`src/rtl/vred_pkg.sv`:
```
// Package: shared types and helpers for the reduction unit.
// Assumes a 64-bit widest element; every element width divides VLEN.
package vred_pkg;
    localparam int DW = 64;
    localparam logic [6:0] VEC_MAJOR = 7'b1010111;
    localparam logic [2:0] RED_F3    = 3'b010;

    typedef enum logic [2:0] {
        OP_SUM  = 3'd0, OP_AND  = 3'd1, OP_OR   = 3'd2, OP_XOR = 3'd3,
        OP_MINU = 3'd4, OP_MIN  = 3'd5, OP_MAXU = 3'd6, OP_MAX = 3'd7
    } red_op_e;

    typedef enum logic [1:0] { EW8 = 2'd0, EW16 = 2'd1, EW32 = 2'd2, EW64 = 2'd3 } ew_e;

    // Keep-mask for the low SEW bits.
    function automatic logic [DW-1:0] ew_keep(ew_e w);
        case (w)
            EW8:     return 64'h0000_0000_0000_00FF;
            EW16:    return 64'h0000_0000_0000_FFFF;
            EW32:    return 64'h0000_0000_FFFF_FFFF;
            default: return {DW{1'b1}};
        endcase
    endfunction

    // Element width in bits.
    function automatic int unsigned ew_bits(ew_e w);
        return 32'd8 << w;
    endfunction

    // Sign-extend the low SEW bits to 65 bits for signed compares.
    function automatic logic signed [DW:0] ew_sext(logic [DW-1:0] x, ew_e w);
        case (w)
            EW8:     return {{57{x[7]}}, x[7:0]};
            EW16:    return {{49{x[15]}}, x[15:0]};
            EW32:    return {{33{x[31]}}, x[31:0]};
            default: return {x[63], x};
        endcase
    endfunction
endpackage

```
`src/rtl/vred_decode.sv`:
```
// Module: instruction decoder for the reduction unit.
// Checks the major opcode, funct3 and funct6 high bits, then yields
// the operation code and the vm bit. Purely combinational.
module vred_decode
    import vred_pkg::*;
(
    input  logic [31:0] instr,
    output logic        legal,
    output red_op_e     op,
    output logic        vm
);
    // Field extraction and legality test.
    always_comb begin
        legal = (instr[6:0] == VEC_MAJOR) && (instr[14:12] == RED_F3) &&
                (instr[31:29] == 3'b000);
        op    = red_op_e'(instr[28:26]);
        vm    = instr[25];
    end
endmodule

```
`src/rtl/vred_pick.sv`:
```
// Module: element picker. Selects element idx of the latched source at
// the latched width and reports whether it takes part (below vl and
// either unmasked or mask bit set). Assumes vl <= VLEN/SEW.
module vred_pick
    import vred_pkg::*;
#(
    parameter int VLEN = 128,
    parameter int NEL  = VLEN / 8,
    parameter int IDXW = $clog2(NEL + 1)
)(
    input  logic [VLEN-1:0] vec,
    input  logic [NEL-1:0]  mask,
    input  logic [IDXW-1:0] idx,
    input  logic [IDXW-1:0] vl,
    input  logic            vm,
    input  ew_e             ew,
    output logic [DW-1:0]   elem,
    output logic            active
);
    logic [NEL:0]   mask_ext;
    logic [VLEN-1:0] shifted;
    int unsigned     shamt;

    // Shift the wanted element down and trim it to SEW.
    always_comb begin
        mask_ext = {1'b0, mask};
        shamt    = 32'(idx) * ew_bits(ew);
        shifted  = vec >> shamt;
        elem     = shifted[DW-1:0] & ew_keep(ew);
        active   = (idx < vl) && (vm || mask_ext[idx]);
    end
endmodule

```
`src/rtl/vred_alu.sv`:
```
// Module: reduction combiner. Merges accumulator and element under the
// selected operation; both inputs are already trimmed to SEW and the
// result is trimmed again so sums wrap modulo 2^SEW.
module vred_alu
    import vred_pkg::*;
(
    input  logic [DW-1:0] acc,
    input  logic [DW-1:0] elem,
    input  red_op_e       op,
    input  ew_e           ew,
    output logic [DW-1:0] result
);
    logic signed [DW:0] acc_s, elem_s;
    logic               s_lt, u_lt;
    logic [DW-1:0]      raw;

    // Compare both ways, then select the operation.
    always_comb begin
        acc_s  = ew_sext(acc, ew);
        elem_s = ew_sext(elem, ew);
        s_lt   = elem_s < acc_s;
        u_lt   = elem < acc;
        case (op)
            OP_SUM:  raw = acc + elem;
            OP_AND:  raw = acc & elem;
            OP_OR:   raw = acc | elem;
            OP_XOR:  raw = acc ^ elem;
            OP_MINU: raw = u_lt ? elem : acc;
            OP_MIN:  raw = s_lt ? elem : acc;
            OP_MAXU: raw = (!u_lt && elem != acc) ? elem : acc;
            default: raw = (!s_lt && elem_s != acc_s) ? elem : acc;
        endcase
        result = raw & ew_keep(ew);
    end
endmodule

```
`src/rtl/vred_unit.sv`:
```
// Module: vector integer reduction unit (top).
// Latches operands on an idle start, folds one element per cycle into a
// seeded accumulator, then writes the result into element 0 of a zeroed
// destination image with a one-cycle done pulse. Illegal words pulse
// illegal_o and leave dest_o alone. Starts while busy are dropped.
module vred_unit
    import vred_pkg::*;
#(
    parameter int VLEN = 128,
    localparam int NEL  = VLEN / 8,
    localparam int VLW  = $clog2(NEL + 1)
)(
    input  logic            clk,
    input  logic            rst_n,
    input  logic            start_i,
    input  logic [31:0]     instr_i,
    input  logic [1:0]      ew_i,
    input  logic [VLW-1:0]  vl_i,
    input  logic [63:0]     seed_i,
    input  logic [VLEN-1:0] src_i,
    input  logic [NEL-1:0]  mask_i,
    output logic            busy_o,
    output logic            done_o,
    output logic            illegal_o,
    output logic [VLEN-1:0] dest_o
);
    logic            dec_legal, dec_vm;
    red_op_e         dec_op;

    logic            busy_q, done_q, ill_q, vm_q;
    logic [VLW-1:0]  idx_q, vl_q;
    logic [DW-1:0]   acc_q;
    logic [VLEN-1:0] src_q, dest_q;
    logic [NEL-1:0]  mask_q;
    red_op_e         op_q;
    ew_e             ew_q;

    logic [DW-1:0]   elem, alu_out;
    logic            elem_on;

    vred_decode u_dec (
        .instr (instr_i),
        .legal (dec_legal),
        .op    (dec_op),
        .vm    (dec_vm)
    );

    vred_pick #(.VLEN(VLEN), .NEL(NEL), .IDXW(VLW)) u_pick (
        .vec    (src_q),
        .mask   (mask_q),
        .idx    (idx_q),
        .vl     (vl_q),
        .vm     (vm_q),
        .ew     (ew_q),
        .elem   (elem),
        .active (elem_on)
    );

    vred_alu u_alu (
        .acc    (acc_q),
        .elem   (elem),
        .op     (op_q),
        .ew     (ew_q),
        .result (alu_out)
    );

    // Sequencer: accept, step through elements, finish or flag illegal.
    always_ff @(posedge clk) begin
        if (!rst_n) begin
            busy_q <= 1'b0;
            done_q <= 1'b0;
            ill_q  <= 1'b0;
            vm_q   <= 1'b0;
            idx_q  <= '0;
            vl_q   <= '0;
            acc_q  <= '0;
            src_q  <= '0;
            mask_q <= '0;
            op_q   <= OP_SUM;
            ew_q   <= EW8;
            dest_q <= '0;
        end else begin
            done_q <= 1'b0;
            ill_q  <= 1'b0;
            if (!busy_q) begin
                if (start_i) begin
                    if (dec_legal) begin
                        busy_q <= 1'b1;
                        idx_q  <= '0;
                        vl_q   <= vl_i;
                        vm_q   <= dec_vm;
                        op_q   <= dec_op;
                        ew_q   <= ew_e'(ew_i);
                        acc_q  <= seed_i & ew_keep(ew_e'(ew_i));
                        src_q  <= src_i;
                        mask_q <= mask_i;
                    end else begin
                        ill_q <= 1'b1;
                    end
                end
            end else if (idx_q == vl_q) begin
                dest_q <= VLEN'(acc_q);
                busy_q <= 1'b0;
                done_q <= 1'b1;
            end else begin
                if (elem_on) acc_q <= alu_out;
                idx_q <= idx_q + 1'b1;
            end
        end
    end

    assign busy_o    = busy_q;
    assign done_o    = done_q;
    assign illegal_o = ill_q;
    assign dest_o    = dest_q;
endmodule

```
`config.mk`:
```
export PLATFORM = sky130hd
export DESIGN_NAME = vred_unit
export DESIGN_NICKNAME = d
export VERILOG_FILES = /design/src/rtl/vred_pkg.sv /design/src/rtl/vred_decode.sv /design/src/rtl/vred_pick.sv /design/src/rtl/vred_alu.sv /design/src/rtl/vred_unit.sv
export SDC_FILE = /design/constraint.sdc
export NUM_CORES = 2
export LEC_CHECK = 0
export BUFFER_PORTS_ARGS = -buffer_cell sky130_fd_sc_hd__buf_2
export CORE_UTILIZATION = 50
export DETAILED_ROUTE_END_ITERATION = 7
export PLACE_DENSITY = 0.74
export SLEW_MARGIN = 0
export SYNTH_ARGS = -nofsm -noshare
export SYNTH_HDL_FRONTEND = slang
export SYNTH_SLANG_ARGS = --single-unit
export TNS_END_PERCENT = 20
```
`constraint.sdc`:
```
create_clock -name clk -period 17.95 [get_ports clk]
set_clock_uncertainty 0.15 [all_clocks]
set_input_delay 3.59 -clock clk [delete_from_list [all_inputs] [get_ports clk]]
set_output_delay 3.59 -clock clk [all_outputs]
set_load 0.01 [all_outputs]
```
# Word level (Yosys, flattened, before mapping)
# Index checks and enable logic that the tools add are counted.
op_classes:
  addsub: 2
  mul: 1
  div_mod_pow: 0
  magnitude_cmp: 4
  n_eq_ne: 17
  n_shift: 2
  muxes: 30
  n_bitwise: 9
  reduce_logical: 20
ops:
  columns: ["operator", "n"]
  rows:
  - ["$mux 64", 13]
  - ["$pmux 64 s7", 1]
  - ["$pmux 65 s3", 2]
  - ["$pmux 64 s3", 2]
  - ["$and 64x64->64", 4]
  - ["$shr 128x32->64", 1]
  - ["$lt 65x65->1", 1]
  - ["$ne 65x65->1", 1]
  - ["$add 64x64->64", 1]
  - ["$lt 64x64->1", 1]
  - ["$ne 64x64->1", 1]
  - ["$or 64x64->64", 1]
  - ["$xor 64x64->64", 1]
  - ["$mul 5x32->32", 1]
  - ["$shl 4x2->32 const A", 1]
  - ["$mux 5", 4]
  - ["$eq 3x2->1 const B", 3]
  - ["$eq 3x3->1 const B", 3]
  - ["$eq 7x7->1 const B", 1]
  - ["$mux 1", 7]
  - ["$logic_not 3->1", 2]
  - ["$lt 5x6->1 const B", 1]
  - ["$reduce_and 3->1", 2]
  - ["$add 5x1->5 const B", 1]
  - ["other kinds (17)", 29]
totals:
  reg_bits: 291
  latch_bits: 0
  mem_bits_rw: 0
  romBits: 0
  in_bits: 250
  out_inout_bits: 131
  wordCells: 97
  mem_count: 0

# Logic depth before layout (Yosys ltp)
depth:
  ltp_word: 14
  ltp_mapped: 38
  depth_no_buf: 32

# Cells and area by module
# A second synthesis with hierarchy kept.
hier_totals:
  hier_cells: 4032
  hier_area_um2: 30325.3
modules_own_cells:
  columns: ["module", "n_inst", "cells_per_inst", "area_per_inst_um2", "seq_area_each_um2"]
  rows:
  - ["vred_alu", 1, 1959, 12861.1, 0.0]
  - ["vred_unit", 1, 1374, 11726.2, 5825.6]
  - ["vred_pick", 1, 690, 5664.2, 0.0]
  - ["vred_decode", 1, 9, 73.8, 0.0]

# Worst setup path before layout
# No wires, ideal clock.
synth_timing:
  path_kind: "register -> register"
  startpoint: "register ew_q[0]"
  endpoint: "register acc_q[12]"
  setup_time_ps: 132
  t_arrival_ps: 7146
  required_ps: 17668
  path_slack_ps: 10521
  path_stages_with_launch: 32
  path_buffers: 9
  synth_period_minus_slack_ps: 7429
  path_cell_list: "dfxtp_1 -> buf_2 -> clkbuf_1 -> nor2b_1 -> and2_1 -> ha_1 -> ha_1 -> inv_1 -> fa_1 -> fa_1 -> buf_2 -> buf_1 -> buf_1 -> clkbuf_1 -> buf_1 -> a31oi_1 -> nor2_1 -> o21a_1 -> ha_1 -> clkbuf_1 -> nand4_1 -> and4bb_2 -> and2_1 -> a211o_1 -> o311a_1 -> a32o_1 -> buf_6 -> a221o_1 -> a21oi_1 -> nor3_1 -> a21oi_1 -> a21oi_1"
synth_via:
  elab_chain_len: 14
  word_cells_on_any_way: 31
  cone_classes: "1 x add/sub; 1 x mul; 2 x order compare; 4 x eq/ne; 2 x shift; 11 x mux; 5 x bitwise; 5 x reduce/logical"
synth_lines:
  columns: ["element", "line_no", "rtl"]
  rows:
  - ["start: declaration", "vred_unit.sv:36", "ew_e ew_q;"]
  - ["start signal: assignment", "vred_unit.sv:93", "ew_q <= ew_e'(ew_i);"]
  - ["$shl 4x2->32", "vred_pkg.sv:27", "return 32'd8 << w;"]
  - ["$mul 5x32->32", "vred_pick.sv:27", "shamt = 32'(idx) * ew_bits(ew);"]
  - ["$shr 128x32->64", "vred_pick.sv:28", "shifted = vec >> shamt;"]
  - ["$and 64x64->64", "vred_pick.sv:29", "elem = shifted[DW-1:0] & ew_keep(ew);"]
  - ["$pmux 65 s3", "vred_pkg.sv:32", "case (w)"]
  - ["$lt 65x65->1", "vred_alu.sv:21", "s_lt = elem_s < acc_s;"]
  - ["$logic_not 1->1", "vred_alu.sv:31", "default: raw = (!s_lt && elem_s != acc_s) ? elem : acc;"]
  - ["$logic_and 1x1->1", "vred_alu.sv:31", null]
  - ["$mux 64", "vred_alu.sv:31", null]
  - ["$pmux 64 s7", "vred_alu.sv:23", "case (op)"]
  - ["$and 64x64->64 (*)", "vred_alu.sv:33", "result = raw & ew_keep(ew);"]
  - ["$mux 64 (*)", "vred_unit.sv:106", "if (elem_on) acc_q <= alu_out;"]
  - ["$mux 64 (*)", "vred_unit.sv:101", "end else if (idx_q == vl_q) begin"]
  - ["$mux 64 (*)", "vred_unit.sv:85", "if (!busy_q) begin"]
  - ["end signal: assignment", "vred_unit.sv:94", "acc_q <= seed_i & ew_keep(ew_e'(ew_i));"]
  - ["end signal: assignment", "vred_unit.sv:106", null]
  - ["end: declaration", "vred_unit.sv:32", "logic [DW-1:0] acc_q;"]
# Every way passes the cells marked *; elsewhere a longest branch is shown, timed or not. The select of a mux whose other input is x is not followed.
# A chain may end at the register's enable or synchronous reset.

# Worst setup path after layout
layout_timing:
  startpoint: "register ew_q[0]"
  endpoint: "register acc_q[43]"
# The elaborated chain is that of the path after synthesis.

==> results.toml <==
[timing]
finalCritPeriodShare = 0.596
max_freq_mhz = 93.5
grt_setup_unrepaired = "false"
max-slew-margin-rel = 0.250
timing.hold.ws_ps = 310
tns_ps = 0
drv_slew = 0
final-setup-viol-count = 0
final.min_clock_period_ps = 10700
number_of_hold_violations_in_the_final_report = 0
worst_pin_slew_ps = 1120
setup_slack_ps = 7250

[synthesis]
synth_adder_area_share = 0.125
mapped_area_sq_um = 28700
synth_top_flop_cell = "sky130_fd_sc_hd__dfxtp_1"
postSynthCellCount = 3918
dominant_combinational_cell_family_by_area_after_synthesis = "compound AO/OA/AOI/OAI gates"
post_synth_and_or_nand_nor_area_fraction = 0.185
netlist-cell-type-count = 90
synth_enable_flop_cells = 0
synth_seq_area_share = 0.203
synthesis.area_per_instance_sq_um = 7.31
synth-warning-count = 0
synth-async-reset-ratio = 0
compound_gate_fraction_of_synth_area = 0.291
multiplexer_share_of_the_synthesized_area = 0.0938
synth_seq_cells = 291
synth-xor-area-share = 0.0134

[worst_setup_path]
critical-path-slowest-cell = "sky130_fd_sc_hd__dfxtp_1"
timing_worst_setup_path_type = "flop to flop"
r2r.worst_path.cells = 30
worst_ep_required_time_ps = 18240
critical_path.startpoint_type = "flop"
critPathCaptureType = "flop"
path_max_fanout = 62
worst_path_largest_cell_delay_ps = 920
r2r_slack_ps = 7250
data_arrival_time_at_the_worst_slack_endpoint_ps = 10990

[floorplanning]
floorplan.initialDensity = 0.507
dieWidth_microns = 241
num_io_pins = 381
core_area_sq_um = 56500
fp-row-count = 87
dieArea_sq_um = 58300
die_h_microns = 241

[drt]
route.vias.total = 30000
route.final.wire_length_mm = 111
drtAntennaViolNets = 0
detail_route.wl_per_cell_microns = 23.1
drt_pre_antenna_iters = 6
dr.first_iter.drc_count = 3244
drc = 0
via_density_per_instance = 6.26

[placement]
detailedPlacementHpwl_mm = 81.1
post-place-ws_ps = 7690
place.port_buffers = 301
place_congestion = 1.04

[grt]
grt_max_degree = 134
antenna_found_initial = 2
globalRoute.totalOverflow = 0
number_of_global_route_vias_before_repair = 27500
global_route_wire_length_before_repair_mm = 165
grt.total_usage = 0.370

[finish]
fin_nets = 4548
drive_gt1_frac = 0.120
synthesis_to_layout_area_growth_pct = 9.48
layout_common_cells = "sky130_fd_sc_hd__nand2_1, sky130_fd_sc_hd__a21oi_1, sky130_fd_sc_hd__buf_2, sky130_fd_sc_hd__dfxtp_1, sky130_fd_sc_hd__o21ai_0"
most_frequent_standard_cell_in_the_layout_excluding_fill_and_tap_cells = "sky130_fd_sc_hd__nand2_1"
insertedDiodeCount = 0
fillerInstances = 5599
final_core_utilization = 0.555

[clocking]
cts_inserted_buffers = 36
cts_tree = "yes"
count_of_h_tree_levels_built_during_cts = 2
cts_root_buf = "sky130_fd_sc_hd__clkbuf_16"
clk_latency_ps = 590
postCtsHoldBufs = 0
post_cts_resized = 0
cts.repair_timing.setup_buffer_count = 0
clock_tree.buffer_depth = 3
clkSinkCount = 291
cts.reportedPaths.clkPinSlew_ps = 60

[power_and_ir_drop]
cellPowerDensity_nw_per_um2 = 47.8
ir_worst_vdd_mv = 0.0684
leakage_nw = 12.8

[min_path]
hold_depth = 2
holdCritPathClass = "flop to flop"

[flow_run]
cap_viol_max_count = 0

[status]
outcome = "finished clean"
[path summary, 6_finish.rpt]
| path | startpoint | to |
|---|---|---|
| setup / recovery | ew_q[0] | acc_q[43] |
| hold / removal | mask_q[3] | mask_q[3] |
| setup reg to reg | ew_q[0] | acc_q[43] |
| hold reg to reg | mask_q[3] | mask_q[3] |
[routing by layer]
metal  GRT usage  vias to the layer above  share of wire
met4       0.224                        4          0.066
met5     0.00253                        -        0.00022
li1            -                    14000              -
met1       0.477                    14000           0.40
met2       0.567                     1568           0.43
met3      0.0763                      417          0.097
[synth_stat cells (7+ instances only)]
master | instances | share of area
sky130_fd_sc_hd__nor4_1 | 25 | 0.0055
sky130_fd_sc_hd__fa_1 | 7 | 0.0049
sky130_fd_sc_hd__nand4_1 | 34 | 0.0074
sky130_fd_sc_hd__nor3_1 | 48 | 0.0084
sky130_fd_sc_hd__buf_4 | 71 | 0.019
sky130_fd_sc_hd__and2_1 | 48 | 0.010
sky130_fd_sc_hd__mux2i_1 | 201 | 0.070
sky130_fd_sc_hd__inv_1 | 215 | 0.028
sky130_fd_sc_hd__a211o_1 | 18 | 0.0055
sky130_fd_sc_hd__nor2_1 | 194 | 0.025
sky130_fd_sc_hd__and3_1 | 17 | 0.0037
sky130_fd_sc_hd__o211ai_1 | 46 | 0.012
sky130_fd_sc_hd__a32oi_1 | 9 | 0.0028
sky130_fd_sc_hd__o221ai_1 | 28 | 0.0086
sky130_fd_sc_hd__or4_1 | 8 | 0.0021
sky130_fd_sc_hd__nor2b_1 | 32 | 0.0070
sky130_fd_sc_hd__o22ai_1 | 41 | 0.0090
sky130_fd_sc_hd__o31ai_1 | 25 | 0.0065
sky130_fd_sc_hd__a221oi_1 | 43 | 0.013
sky130_fd_sc_hd__a21o_1 | 30 | 0.0079
sky130_fd_sc_hd__buf_2 | 25 | 0.0044
sky130_fd_sc_hd__xnor2_1 | 38 | 0.012
sky130_fd_sc_hd__nand3_1 | 64 | 0.011
sky130_fd_sc_hd__o31a_1 | 7 | 0.0021
sky130_fd_sc_hd__ha_1 | 274 | 0.12
sky130_fd_sc_hd__buf_6 | 12 | 0.0047
sky130_fd_sc_hd__o21ai_1 | 16 | 0.0028
sky130_fd_sc_hd__or3_1 | 9 | 0.0020
sky130_fd_sc_hd__mux4_2 | 28 | 0.022
sky130_fd_sc_hd__buf_1 | 37 | 0.0048
sky130_fd_sc_hd__clkbuf_1 | 204 | 0.027
sky130_fd_sc_hd__a221oi_2 | 7 | 0.0037
sky130_fd_sc_hd__nand2b_1 | 8 | 0.0017
sky130_fd_sc_hd__a21oi_1 | 326 | 0.057
sky130_fd_sc_hd__nand2_1 | 704 | 0.092
sky130_fd_sc_hd__o2111ai_1 | 9 | 0.0028
sky130_fd_sc_hd__a211oi_1 | 23 | 0.0060
sky130_fd_sc_hd__o21ai_0 | 278 | 0.049
sky130_fd_sc_hd__a31oi_1 | 34 | 0.0074
sky130_fd_sc_hd__dfxtp_1 | 291 | 0.20
sky130_fd_sc_hd__a21boi_0 | 230 | 0.060
sky130_fd_sc_hd__o21bai_1 | 28 | 0.0073
sky130_fd_sc_hd__o21a_1 | 15 | 0.0039
[worst max-delay path, delay by kind of cell, from the launching register on]
kind	cells	cell delay, ps
simple gates	8	2570
compound gates	12	3680
flops	1	920
fa+ha+maj	5	1870
buf+inv	5	1260
[cells by family (layout without fill, tap and decap cells)]
logic type | after synthesis | in the layout
buf+inv | 567 | 631
mux | 233 | 233
simple gates | 1217 | 1217
flops | 291 | 291
compound gates | 1284 | 1284
xor+xnor | 44 | 44
fa+ha+maj | 281 | 281
other cells | 1 | 64
[layout make-up]
cell class,instances,area (sq um),area share
Clock buffer,49,1040,0.0332
Clock inverter,17,248,0.00790
Inverter,216,811,0.0258
Multi-Input combinational cell,3123,20600,0.657
Sequential cell,291,5830,0.186
Tap cell,756,946,0.0301
Timing Repair Buffer,349,1890,0.0601
[where the power goes]
part | total (mW) | switching [mW] | internal (mW)
Sequential | 0.646 | 0.0000739 | 0.646
Combinational | 0.0564 | 0.0296 | 0.0267
Clock | 0.797 | 0.325 | 0.471
[sequential cells by signal, indices dropped and copies added (netlist names)]
signal,cells
idx_q,5
vm_q,1
vl_q,5
illegal_o,1
ew_q,2
mask_q,16
busy_o,1
src_q,128
op_q,3
dest_o,64
done_o,1
acc_q,64
[metrics by stage]
step,instances,power [mW],area [sq um]
final,4801,1.50,31400
after global placement,4735,0.716,30100
after CTS,4801,1.51,31400
after detailed placement,4735,0.716,30100
after global routing,4801,1.54,31400
after floorplan,3981,0.693,28900
Note: power is estimated with default switching activity, not from simulation.
